$ cat src/rtl/wd_pkg.sv
package wd_pkg;
  typedef logic [2:0] wd_code_t;

  localparam wd_code_t WD_CODE_SHORTEST = 3'b011;

  function automatic logic wd_is_idle(wd_code_t c);
    return c[2:1] == 2'b00;
  endfunction
endpackage

$ cat src/rtl/wd_kick_detect.sv
module wd_kick_detect (
  input  logic clk,
  input  logic rst_n,
  input  logic wdi,
  input  logic bus_ack_kick,
  output logic kick
);
  logic wdi_q;

  always_ff @(posedge clk or negedge rst_n) begin
    if (!rst_n) wdi_q <= 1'b0;
    else        wdi_q <= wdi;
  end

  // either polarity of change counts, as does the bus acknowledge
  assign kick = (wdi ^ wdi_q) | bus_ack_kick;
endmodule

$ cat src/rtl/wd_limit_sel.sv
module wd_limit_sel
  import wd_pkg::*;
#(
  parameter int BASE_TICKS = 400,
  parameter int CNT_W      = 13
) (
  input  wd_code_t           code,
  output logic [CNT_W-1:0]   limit,
  output logic               idle
);
  logic [2:0] shamt;

  always_comb begin
    idle  = wd_is_idle(code);
    shamt = code - WD_CODE_SHORTEST;
    if (idle) limit = CNT_W'(BASE_TICKS);
    else      limit = CNT_W'(BASE_TICKS) << shamt;
  end
endmodule

$ cat src/rtl/wd_window_cnt.sv
module wd_window_cnt #(
  parameter int CNT_W = 13
) (
  input  logic             clk,
  input  logic             rst_n,
  input  logic             clear,
  input  logic             tick,
  input  logic [CNT_W-1:0] limit,
  output logic             expire
);
  logic [CNT_W-1:0] cnt;
  logic             last_tick;

  assign last_tick = (cnt + CNT_W'(1)) == limit;

  always_ff @(posedge clk or negedge rst_n) begin
    if (!rst_n) begin
      cnt    <= '0;
      expire <= 1'b0;
    end else begin
      expire <= 1'b0;
      if (clear) begin
        cnt <= '0;
      end else if (tick) begin
        if (last_tick) begin
          cnt    <= '0;
          expire <= 1'b1;
        end else begin
          cnt <= cnt + CNT_W'(1);
        end
      end
    end
  end
endmodule

$ cat src/rtl/wdog_timer.sv
module wdog_timer
  import wd_pkg::*;
#(
  parameter int BASE_TICKS = 400
) (
  input  logic       clk,
  input  logic       rst_n,
  input  logic       wdi,
  input  logic       bus_ack_kick,
  input  logic [2:0] tmo_code,
  input  logic       rst_active,
  input  logic       ms_tick,
  output logic       expire_req,
  output logic       wd_running
);
  localparam int CNT_W = $clog2(BASE_TICKS * 16 + 1);

  logic             kick;
  logic             idle;
  logic [CNT_W-1:0] limit;
  wd_code_t         code_q;
  logic             code_chg;
  logic             clear;

  always_ff @(posedge clk or negedge rst_n) begin
    if (!rst_n) code_q <= '0;
    else        code_q <= tmo_code;
  end

  assign code_chg = code_q != tmo_code;

  wd_kick_detect u_kick (
    .clk          (clk),
    .rst_n        (rst_n),
    .wdi          (wdi),
    .bus_ack_kick (bus_ack_kick),
    .kick         (kick)
  );

  wd_limit_sel #(
    .BASE_TICKS (BASE_TICKS),
    .CNT_W      (CNT_W)
  ) u_lim (
    .code  (tmo_code),
    .limit (limit),
    .idle  (idle)
  );

  assign clear = rst_active | idle | kick | code_chg;

  wd_window_cnt #(
    .CNT_W (CNT_W)
  ) u_cnt (
    .clk    (clk),
    .rst_n  (rst_n),
    .clear  (clear),
    .tick   (ms_tick),
    .limit  (limit),
    .expire (expire_req)
  );

  assign wd_running = ~idle & ~rst_active;
endmodule

$ cat config.mk
export PLATFORM = sky130hd
export DESIGN_NAME = wdog_timer
export DESIGN_NICKNAME = d
export VERILOG_FILES = /design/src/rtl/wd_pkg.sv /design/src/rtl/wd_kick_detect.sv /design/src/rtl/wd_limit_sel.sv /design/src/rtl/wd_window_cnt.sv /design/src/rtl/wdog_timer.sv
export SDC_FILE = /design/constraint.sdc
export NUM_CORES = 1
export LEC_CHECK = 0
export BUFFER_PORTS_ARGS = -buffer_cell sky130_fd_sc_hd__buf_2
export CAP_MARGIN = 20
export CORE_MARGIN = 1
export CORE_UTILIZATION = 40
export CTS_CLUSTER_SIZE = 8
export DETAILED_ROUTE_END_ITERATION = 8
export PLACE_DENSITY = 0.63
export RECOVER_POWER = 50
export REMOVE_ABC_BUFFERS = 1
export SETUP_SLACK_MARGIN = 0.1
export SKIP_CTS_REPAIR_TIMING = 1
export SLEW_MARGIN = 20
export SYNTH_ARGS = -nofsm -noshare
export SYNTH_HDL_FRONTEND = slang
export SYNTH_HIERARCHICAL = 1
export SYNTH_SLANG_ARGS = --single-unit
$ cat constraint.sdc
create_clock -name clk -period 6.8 [get_ports clk]
set_input_delay 1.36 -clock clk [delete_from_list [all_inputs] [get_ports clk]]
set_output_delay 1.36 -clock clk [all_outputs]
set_load 0.02 [all_outputs]
# --- Word level (Yosys, flattened, before mapping) ---
# Cells that the tools add are included.
# Widths: inputs -> output; s select.
totals:
  wordCells: 26
  ram_bits: 0
  register_bits: 18
  latchBits: 0
  romBits: 0
  in_bits: 9
  output_inout_bits: 2
  memories: 0
classes:
  div: 0
  eq_ne: 2
  mux: 7
  n_reduce_logical: 2
  bitwise: 8
  multipliers: 0
  shift: 1
  magnitude_cmp: 0
  add_sub_neg: 2
op_table:
  columns: ["cell", "n"]
  rows:
  - ["$mux 13", 4]
  - ["$add 13x1->13 const B", 1]
  - ["$eq 13x13->1", 1]
  - ["$shl 9x3->13 const A", 1]
  - ["$or 1x1->1", 4]
  - ["$mux 1", 3]
  - ["$ne 3x3->1", 1]
  - ["$sub 3x2->3 const B", 1]
  - ["$logic_not 2->1", 1]
  - ["$not 1->1", 2]
  - ["$reduce_bool 2->1", 1]
  - ["$and 1x1->1", 1]
  - ["$xor 1x1->1", 1]

# --- Depth between registers and ports, before layout ---
# Gate-level depths: netlist (run 1).
depth:
  depth_word: 7
  depth_mapped: 11
  mapped_depth_nobuf: 11

# --- Hierarchy ---
# Netlist (run 1), hierarchy kept.
by_module_without_submodules:
  columns: ["module", "seq_area_each_um2", "n_inst", "area_each_um2", "cells_per_inst"]
  rows:
  - ["wd_window_cnt", 350.3, 1, 1271.2, 149]
  - ["wd_limit_sel", 0.0, 1, 281.5, 37]
  - ["wdog_timer", 75.1, 1, 121.4, 9]
  - ["wd_kick_detect", 25.0, 1, 40.0, 3]

# --- Worst setup path after synthesis (run 1) ---
# OpenSTA, ideal clock, no wires.
synth_path:
  kind: "input port to flip-flop"
  startpoint: "input tmo_code[0]"
  endpoint: "register u_cnt.cnt[11]"
  required_time_ns: 6.663
  arrival_time_ns: 3.540
  setup_time_ns: 0.137
  stages: 11
  n_path_buf: 1
  setup_slack_ns: 3.123
  cell_sequence: "ha_1 buf_6 nand2b_4 a21boi_2 o22a_1 xor2_1 or3_2 o2111ai_1 or4_4 nor4_4 nor3_1"
synth_between:
  elab_chain_len: 7
  word_cells_on_any_way: 10
  classes_between: "add/sub: 1; eq/ne: 2; shift: 1; mux: 4; bitwise: 1; reduce/logical: 1"
synth_lines:
  columns: ["element", "line_no", "rtl"]
  rows:
  - ["start, declared", "wdog_timer.sv:10", "input logic [2:0] tmo_code,"]
  - ["$sub 3x2->3", "wd_limit_sel.sv:15", "shamt = code - WD_CODE_SHORTEST;"]
  - ["$shl 9x3->13", "wd_limit_sel.sv:17", "else limit = CNT_W'(BASE_TICKS) << shamt;"]
  - ["$mux 13", "wd_limit_sel.sv:16", "if (idle) limit = CNT_W'(BASE_TICKS);"]
  - ["net limit[8]", "wdog_timer.sv:20", "logic [CNT_W-1:0] limit;"]
  - ["$eq 13x13->1", "wd_window_cnt.sv:14", "assign last_tick = (cnt + CNT_W'(1)) == limit;"]
  - ["$mux 13", "wd_window_cnt.sv:25", "if (last_tick) begin"]
  - ["$mux 13", "wd_window_cnt.sv:24", "end else if (tick) begin"]
  - ["$mux 13", "wd_window_cnt.sv:22", "if (clear) begin"]
  - ["end signal, assigned", "wd_window_cnt.sv:29", "cnt <= cnt + CNT_W'(1);"]
  - ["end, declared", "wd_window_cnt.sv:11", "logic [CNT_W-1:0] cnt;"]
# The timed path passes the listed nets, and every way through them passes these cells. The select of a mux whose other input is x is not followed.
# A chain may end at the register's enable or synchronous reset.

# --- Final worst setup path (run 1) ---
layout_path:
  startpoint: "input tmo_code[0]"
  endpoint: "register u_cnt.cnt[8]"
# Same word-level chain as after synthesis.

==> results of run 1 <==
==> worst min-delay path by stage <==
| stage | start | to | slack, ps | cells past startpoint |
|---|---|---|---|---|
| floorplan | u_cnt/cnt[12]$_DFFE_PN0P_ | u_cnt/cnt[12]$_DFFE_PN0P_ | 540 | 2 |
| global placement | u_cnt/cnt[11]$_DFFE_PN0P_ | u_cnt/cnt[11]$_DFFE_PN0P_ | 590 | 2 |
| detailed placement | u_cnt/cnt[12]$_DFFE_PN0P_ | u_cnt/cnt[12]$_DFFE_PN0P_ | 590 | 2 |
| CTS | u_cnt/cnt[11]$_DFFE_PN0P_ | u_cnt/cnt[11]$_DFFE_PN0P_ | 610 | 2 |
| global route | u_cnt/cnt[11]$_DFFE_PN0P_ | u_cnt/cnt[11]$_DFFE_PN0P_ | 630 | 2 |
| finish | u_cnt/cnt[11]$_DFFE_PN0P_ | u_cnt/cnt[11]$_DFFE_PN0P_ | 600 | 2 |
==> cells in the mapped netlist, types with 3 or more instances <==
cell | instances | share of area, %
dfrtp_1 | 18 | 26
xnor2_1 | 14 | 7.2
nor3_1 | 12 | 3.5
nand2_1 | 11 | 2.4
xor2_1 | 11 | 5.6
nand2b_1 | 9 | 3.3
nor2_1 | 9 | 2.0
a21oi_1 | 8 | 2.3
nor2b_1 | 7 | 2.6
buf_2 | 6 | 1.8
ha_1 | 6 | 4.4
inv_1 | 6 | 1.3
nand3_1 | 6 | 1.8
o21ai_0 | 6 | 1.8
buf_4 | 5 | 2.2
nand4_1 | 5 | 1.8
o32ai_1 | 5 | 2.6
clkbuf_1 | 4 | 0.88
mux2i_1 | 3 | 1.8
or3_1 | 3 | 1.1
==> cells in the final DEF, fill, tap and decap left out, types with 3 or more instances in the layout <==
| cell | count |
|---|---|
| ha_1 | 6 |
| nand2_1 | 11 |
| buf_2 | 7 |
| mux2i_1 | 3 |
| clkbuf_1 | 3 |
| conb_1 | 4 |
| o21ai_0 | 6 |
| nor3_1 | 12 |
| nand3_1 | 6 |
| xor2_1 | 11 |
| or3_1 | 3 |
| dfrtp_1 | 18 |
| clkbuf_8 | 4 |
| nand4_1 | 5 |
| o32ai_1 | 5 |
| nand2b_1 | 9 |
| a21oi_1 | 8 |
| nor2_1 | 9 |
| xnor2_1 | 14 |
| nor2b_1 | 7 |
| inv_1 | 6 |
==> state kept, by name, indices dropped and copies added, names as in the netlist <==
register	count
code_q	3
u_cnt/cnt	13
u_cnt/expire	1
u_kick/wdi_q	1
==> logic make-up after synthesis <==
logic type	synth area share, %
DFF	26.28
other	0.2188
adders and majority gates	4.379
xor gates and xnor gates	12.77
muxes	3.941
buffers and inverters	7.080
and+or+nand+nor	31.61
AOI/OAI and AO/OA	13.72
==> cell type report <==
type	count	area [um2]	share of cell area, %
Multi-Input combinational cell	160	1154	64.43
Sequential cell	18	450.4	25.16
Tap cell	50	62.56	3.494
Clock buffer	4	55.05	3.075
Timing Repair Buffer	10	46.29	2.586
Inverter	6	22.52	1.258
==> tightest hold or removal path: stages (launching register included) <==
cell	delay, ps
dfrtp_1	390
xnor2_1	130
nor3_1	40
==> routing by layer <==
metal	track usage, %	share of wire, %
met2	25.99	44
met5	0	0
met3	0	2.0
met4	8.511	1.9
met1	26.55	52
==> power groups by stage <==
| stage | clock network (mW) | registers [mW] | logic (mW) |
|---|---|---|---|
| after floorplan | 0 | 0.111 | 0.0326 |
| after detailed placement | 0 | 0.111 | 0.0464 |
| after CTS | 0.0889 | 0.109 | 0.0467 |
| final | 0.0846 | 0.109 | 0.0460 |
| after global routing | 0.0917 | 0.109 | 0.0523 |
| after global placement | 0 | 0.111 | 0.0461 |
==> flow_summary.json, run 1 <==
{
  "status": "completed",
  "p_sw_share_pct": 25.59,
  "postLayoutCoreUtil_pct": 44.13,
  "clock_path_buffers": 2,
  "ir_worst_vdd_mv": 0.09690,
  "avgSynthCellArea_um2": 8.657,
  "setup_tns_ps": 0,
  "antenna_found_initial": 0,
  "worstSkewPairLatency_ps": 250,
  "critical_path_depth": 11,
  "cts_buffers": 3,
  "worst_path_max_delay_cell": "or4_4",
  "nFillCells": 409,
  "max_cap_violations": 0,
  "nNetsFinal": 214,
  "stdcell_area_um2": 1790,
  "cp-startpoint": "tmo_code[0]",
  "netlist_area_um2": 1714,
  "drtIter0Drc": 57,
  "grt_pass1_wl_mm": 6.092,
  "row_count": 23,
  "finalMaxSlewViolations": 0,
  "first_pass_iters": 4,
  "hpwl_mm": 2.623,
  "place_ws_ps": 2550,
  "root_buffer": "clkbuf_8",
  "ant_nets": 0,
  "timing.reg2reg.worst_path_depth": 7,
  "num_antenna_cells": 0,
  "critPathMaxFanout": 8,
  "cp-endpoint": "u_cnt/cnt[8]$_DFFE_PN0P_",
  "die_h_um": 67.46,
  "wire_per_inst_um": 13.48,
  "p_leak_nw": 0.6839,
  "arrival_ps": 4170,
  "hold_ws_ps": 602.5,
  "r2r_start": "u_cnt/cnt[0]$_DFFE_PN0P_",
  "internal_power_mw": 0.1782,
  "wirelength_mm": 3.344,
  "end_kind": "flip-flop",
  "tritoncts": "done",
  "synthCells": 198,
  "async_flop_share_pct": 100.0,
  "drc": 0,
  "r2r-end": "u_cnt/cnt[8]$_DFFE_PN0P_",
  "synth_edf_count": 0,
  "crit_chain": "clkbuf_1 -> ha_1 -> nand2b_4 -> a21boi_2 -> o22a_1 -> xor2_1 -> or3_2 -> o2111ai_1 -> or4_4 -> nor4_4 -> nor3_1",
  "worst_pin_slew_ps": 925.3,
  "core_region_area_um2": 4058,
  "hold_viol": 0,
  "setup_ws_ps": 2733,
  "min_period_over_period_pct": 59.81,
  "grt_pass1_vias": 1318,
  "rrSetupSlack_ps": 4070,
  "setup_viol_count_final": 0,
  "area_delta_synth_final_pct": 4.453,
  "start_util_pct": 42.24,
  "fmax_ghz": 0.2459,
  "worst_hold_path_type": "reg2reg",
  "grt_max_degree": 21,
  "ys_warn_count": 6,
  "clk_transition_reported_paths_ps": 60,
  "final.setup_skew_ps": 3.861,
  "crit_type": "in2reg",
  "crit_buf_inv": 1,
  "die_w_um": 67.46,
  "portBuffers": 10,
  "gp_congestion": 0.8199,
  "seqPwrFrac_pct": 45.5,
  "slew_headroom_pct": 38.32,
  "rsz0062_at_grt": "false",
  "cts_max_level": 1,
  "synthFlopType": "dfrtp_1",
  "powerDensity_nw_per_um2": 133.8,
  "yosysUniqueCellTypes": 53,
  "clockPowerShare_pct": 35.3,
  "cp.required_ps": 6910,
  "final_cells": 248,
  "dpl_cell_area_um2": 1739,
  "power_mw": 0.2395,
  "die_area_um2": 4551,
  "placed_cells": 244,
  "cts.sinks": 18,
  "power_frac_comb_pct": 19.2,
  "period_minus_slack_ps": 4067,
  "vias": 1368,
  "pin_count": 11,
  "cpPeakStageDelay_ps": 570,
  "crit_family": "simple AND/OR/NAND/NOR gates",
  "gr-total-overflow": 0,
  "ys_seq_area_share_pct": 26.28,
  "grt_usage_pct": 17.67,
  "ys_ff_latch": 18,
  "p_switching_mw": 0.06131,
  "drt-vias-per-instance": 5.516,
  "cp-start-kind": "primary input",
  "drive_gt1_share_pct": 14.65
}
Note: power is estimated with default switching activity, not from simulation.
==> run 2, diff against run 1 <==
PLACE_DENSITY = 0.66   (was 0.63)
clock period = 3.3 ns   (was 6.8 ns; I/O delays follow)
==> flow_summary.json, run 2 (synthesized netlist as in run 1, its figures left out) <==
{
  "start_util_pct": 42.24,
  "crit_family": "simple AND/OR/NAND/NOR gates",
  "period_minus_slack_ps": 2979,
  "pin_count": 11,
  "place_ws_ps": -8.568,
  "clk_transition_reported_paths_ps": 60,
  "cp.required_ps": 3460,
  "cts_buffers": 3,
  "clock_path_buffers": 2,
  "wire_per_inst_um": 13.15,
  "fmax_ghz": 0.3356,
  "row_count": 23,
  "cp-start-kind": "primary input",
  "setup_ws_ps": 320.6,
  "arrival_ps": 3140,
  "tritoncts": "done",
  "crit_type": "in2reg",
  "drive_gt1_share_pct": 18.14,
  "first_pass_iters": 4,
  "worst_path_max_delay_cell": "or4_1",
  "met2_length_mm": 1.372,
  "status": "completed",
  "seqCellArea_um2": 450.4,
  "grt_max_degree": 19,
  "vias": 1403,
  "nFillCells": 404,
  "num_antenna_cells": 0,
  "dpl_cell_area_um2": 1777,
  "largestRegisters": "u_cnt/cnt x13, code_q x3",
  "gp_congestion": 0.8607,
  "grt_usage_pct": 16.54,
  "core_region_area_um2": 4058,
  "die_h_um": 67.46,
  "cts_max_level": 1,
  "final_common_cell": "dfrtp_1",
  "die_w_um": 67.46,
  "p_leak_nw": 0.7139,
  "placed_cells": 249,
  "hold_viol": 0,
  "drc": 0,
  "portBuffers": 10,
  "critPathMaxFanout": 6,
  "top_register": "u_cnt/cnt",
  "m1WireLength_mm": 1.827,
  "cts.sinks": 18,
  "crit_chain": "buf_2 -> inv_1 -> ha_1 -> mux2_4 -> a22o_1 -> xnor2_1 -> or4_4 -> o21ai_2 -> nand3_1 -> or4_1 -> nor3_2",
  "hpwl_mm": 2.661,
  "area_delta_synth_final_pct": 7.299,
  "worstSkewPairLatency_ps": 240,
  "max_cap_violations": 0,
  "ant_nets": 0,
  "final.setup_skew_ps": 2.247,
  "crit_buf_inv": 2,
  "wirelength_mm": 3.341,
  "root_buffer": "clkbuf_8",
  "die_area_um2": 4551,
  "rsz0062_at_grt": "false",
  "ir_worst_vdd_mv": 0.3998,
  "finalMaxSlewViolations": 0,
  "final_cells": 254,
  "cp-startpoint": "tmo_code[0]",
  "cpPeakStageDelay_ps": 530,
  "drtIter0Drc": 42,
  "grt_pass1_wl_mm": 5.823,
  "drt-vias-per-instance": 5.524,
  "multi_input_area_um2": 1156,
  "r2r_start": "u_cnt/cnt[0]$_DFFE_PN0P_",
  "worst_hold_path_type": "in2async",
  "mostFrequentLayoutCells": "dfrtp_1 (18), xnor2_1 (14), nor3_1 (12), xor2_1 (11), nand2_1 (11)",
  "stdcell_area_um2": 1839,
  "min_period_over_period_pct": 90.29,
  "gr-total-overflow": 0,
  "dr_wl_met3_um": 79,
  "worst_pin_slew_ps": 912.4,
  "powerDensity_nw_per_um2": 268.9,
  "highest_layer": "met4",
  "antenna_found_initial": 0,
  "slew_headroom_pct": 39.18,
  "setup_viol_count_final": 0,
  "largest_reg_flops": 13,
  "end_kind": "flip-flop",
  "nNetsFinal": 220,
  "rrSetupSlack_ps": 520,
  "grt_pass1_vias": 1243
}
run 2: changes by cell type in the layout (fill, tap and decap cells not counted), sizes merged:
| cell | change |
|---|---|
| clkbuf | -1 |
| buf | +7 |
run 2: power by group:
part           switching (mW)  total, mW  internal [mW]  leakage (nW)
Clock                  0.0638      0.169          0.106        0.0288
Combinational          0.0580      0.101         0.0427         0.443
Sequential            0.00124      0.225          0.223         0.242
run 2: layer usage:
| metal | vias up | GRT usage [%] |
|---|---|---|
| li1 | 716 | - |
| met1 | 662 | 25.47 |
| met2 | 19 | 23.89 |
| met3 | 6 | 2.196 |
| met4 | 0 | 3.989 |
| met5 | - | 0 |
run 2: through the flow:
stage,hold slack (ps),setup TNS [ps],power [mW],utilization (%)
3_5_place_dp,594.7,-11.34,0.3293,43.79
2_1_floorplan,364.4,0,0.2957,-
5_1_grt,559.1,0,0.5217,45.33
3_3_place_gp,586.5,0,0.3288,43.79
6_report,522.4,0,0.4945,45.33
4_1_cts,336.7,0,0.5022,45.14
run 2: worst paths after layout:
check / end / cells after the start
max: u_cnt/expire$_DFF_PN0_ / 11
min: u_kick/wdi_q$_DFF_PN0_ / 1
max reg2reg: u_cnt/cnt[5]$_DFFE_PN0P_ / 8
min reg2reg: u_cnt/cnt[1]$_DFFE_PN0P_ / 2
max in group asynchronous: u_cnt/cnt[3]$_DFFE_PN0P_ / 1
min in group clk: u_kick/wdi_q$_DFF_PN0_ / 1
run 2: area by class of cell:
type / count / share of cell area (%)
clock buffers: 4 / 2.993
inverters: 6 / 1.224
multi-input cells: 160 / 62.86
flip-flops and latches: 18 / 24.49
well taps: 50 / 3.401
repair buffers: 16 / 5.034
==> run 3, diff against run 2 <==
--- a/config.mk
+++ b/config.mk
@@ -14,6 +14,4 @@
 export PLACE_DENSITY = 0.66
-export RECOVER_POWER = 50
 export REMOVE_ABC_BUFFERS = 1
 export SETUP_SLACK_MARGIN = 0.1
-export SKIP_CTS_REPAIR_TIMING = 1
 export SLEW_MARGIN = 20
--- a/constraint.sdc
+++ b/constraint.sdc
@@ -3,2 +3,2 @@
 set_output_delay 0.66 -clock clk [all_outputs]
-set_load 0.02 [all_outputs]
+set_load 0.1 [all_outputs]
==> flow_summary.json, run 3 (synthesized netlist as in run 1, its figures left out) <==
{
  "min_period_over_period_pct": 90.32,
  "vias": 1401,
  "hold_buffers": 0,
  "die_area_um2": 4551,
  "crit_type": "in2reg",
  "cts.sinks": 18,
  "cp.required_ps": 3460,
  "grt_pass1_wl_mm": 5.823,
  "setup_viol_count_final": 0,
  "seqPwrFrac_pct": 44.9,
  "final.setup_skew_ps": 2.044,
  "core_region_area_um2": 4058,
  "grt_max_degree": 19,
  "status": "completed",
  "wirelength_mm": 3.335,
  "rsz0062_at_grt": "false",
  "max_cap_violations": 0,
  "root_buffer": "clkbuf_8",
  "drtIter0Drc": 54,
  "row_count": 23,
  "fmax_ghz": 0.3355,
  "die_h_um": 67.46,
  "gr-total-overflow": 0,
  "p_sw_share_pct": 25.59,
  "hold_ws_ps": 329.8,
  "clk_transition_reported_paths_ps": 60,
  "die_w_um": 67.46,
  "drt-vias-per-instance": 5.516,
  "drive_gt1_share_pct": 19.12,
  "top_register": "u_cnt/cnt",
  "end_kind": "flip-flop",
  "gp_congestion": 0.8607,
  "worstSkewPairLatency_ps": 240,
  "clock_path_buffers": 2,
  "power_mw": 0.4997,
  "grt_pass1_vias": 1243,
  "ir_worst_vdd_mv": 0.3992,
  "drc": 0,
  "power_frac_comb_pct": 21.2,
  "worst_hold_path_type": "in2async",
  "area_delta_synth_final_pct": 7.445,
  "mostFrequentLayoutCells": "dfrtp_1 (18), xnor2_1 (14), nor3_1 (12), xor2_1 (11), nand2_1 (11)",
  "worst_pin_slew_ps": 678.4,
  "cts_buffers": 3,
  "hold_viol": 0,
  "hpwl_mm": 2.661,
  "cp-start-kind": "primary input",
  "antenna_found_initial": 0,
  "pin_count": 11,
  "grt_usage_pct": 16.54,
  "wire_per_inst_um": 13.13,
  "nFillCells": 402,
  "crit_chain": "buf_2 -> inv_1 -> ha_1 -> mux2_4 -> a22o_1 -> xnor2_1 -> or4_4 -> o21ai_2 -> nand3_1 -> or4_1 -> nor3_2",
  "p_leak_nw": 0.7194,
  "largest_reg_flops": 13,
  "ant_nets": 0,
  "portBuffers": 10,
  "critPathMaxFanout": 6,
  "slew_headroom_pct": 54.29,
  "worst_path_max_delay_cell": "or4_1",
  "p_switching_mw": 0.1279,
  "largestRegisters": "u_cnt/cnt x13, code_q x3",
  "seqCellArea_um2": 450.4,
  "clockPowerShare_pct": 33.9,
  "nNetsFinal": 220,
  "internal_power_mw": 0.3719,
  "arrival_ps": 3140,
  "multi_input_area_um2": 1156,
  "start_util_pct": 42.24,
  "num_antenna_cells": 0,
  "final_common_cell": "dfrtp_1",
  "period_minus_slack_ps": 2980,
  "tritoncts": "done",
  "finalMaxSlewViolations": 0,
  "cpPeakStageDelay_ps": 530,
  "powerDensity_nw_per_um2": 271.3,
  "first_pass_iters": 4,
  "cts_max_level": 1
}
## run 3: critical path: cells and delay by family
kind | cells | cell delay (ps)
XOR/XNOR | 1 | 140
adder cells (fa/ha/maj) | 1 | 330
multiplexers | 1 | 270
buffers and inverters | 2 | 230
AO/OA/AOI/OAI | 2 | 350
AND/OR/NAND/NOR | 4 | 1160
## run 3: metrics by stage
step,TNS [ps],util [%],std cells,instance area (um2),setup slack [ps]
after floorplan,0,-,184,1627,288.7
after global placement,0,43.79,249,1777,63.66
after detailed placement,-11.34,43.79,249,1777,-8.568
after CTS,0,45.14,253,1832,251.9
after global routing,0,45.39,254,1842,160.7
final,0,45.39,254,1842,319.5
## run 3: power by group through the flow
stage / logic, mW / registers (mW) / clock network, mW
after global placement: 0.105 / 0.229 / 0
after floorplan: 0.0722 / 0.228 / 0
final: 0.106 / 0.225 / 0.169
after CTS: 0.106 / 0.224 / 0.177
after detailed placement: 0.106 / 0.229 / 0
after global routing: 0.118 / 0.225 / 0.184
## run 3: final timing paths
path | from | to | slack, ps | cells past startpoint
setup / recovery | tmo_code[0] | u_cnt/expire$_DFF_PN0_ | 320 | 11
min in group clk | wdi | u_kick/wdi_q$_DFF_PN0_ | 550 | 1
setup reg to reg | u_cnt/cnt[0]$_DFFE_PN0P_ | u_cnt/cnt[5]$_DFFE_PN0P_ | 520 | 8
hold reg to reg | u_cnt/cnt[1]$_DFFE_PN0P_ | u_cnt/cnt[1]$_DFFE_PN0P_ | 600 | 2
max in group asynchronous | rst_n | u_cnt/cnt[3]$_DFFE_PN0P_ | 2690 | 1
hold / removal | rst_n | u_kick/wdi_q$_DFF_PN0_ | 330 | 1
## run 3: layer usage
layer	vias up	track usage [%]	wire length, um	share of wire (%)
met3	7	2.196	75	2.2
met2	16	23.89	1353	41
met1	658	25.47	1833	55
met4	0	3.989	72	2.2
met5	-	0	0	0
li1	720	-	-	-
## run 3: layout make-up
type                            count  area share [%]
Timing Repair Buffer               16           5.163
Multi-Input combinational cell    160           62.77
Sequential cell                    18           24.46
Tap cell                           50           3.397
Clock buffer                        4           2.989
Inverter                            6           1.223
## run 3: repair_timing
action / 4_1_cts / 5_1_grt
resized for setup: 0 / 1
buffers inserted: 0 / 1
endpoints found under the setup margin: 0 / 7
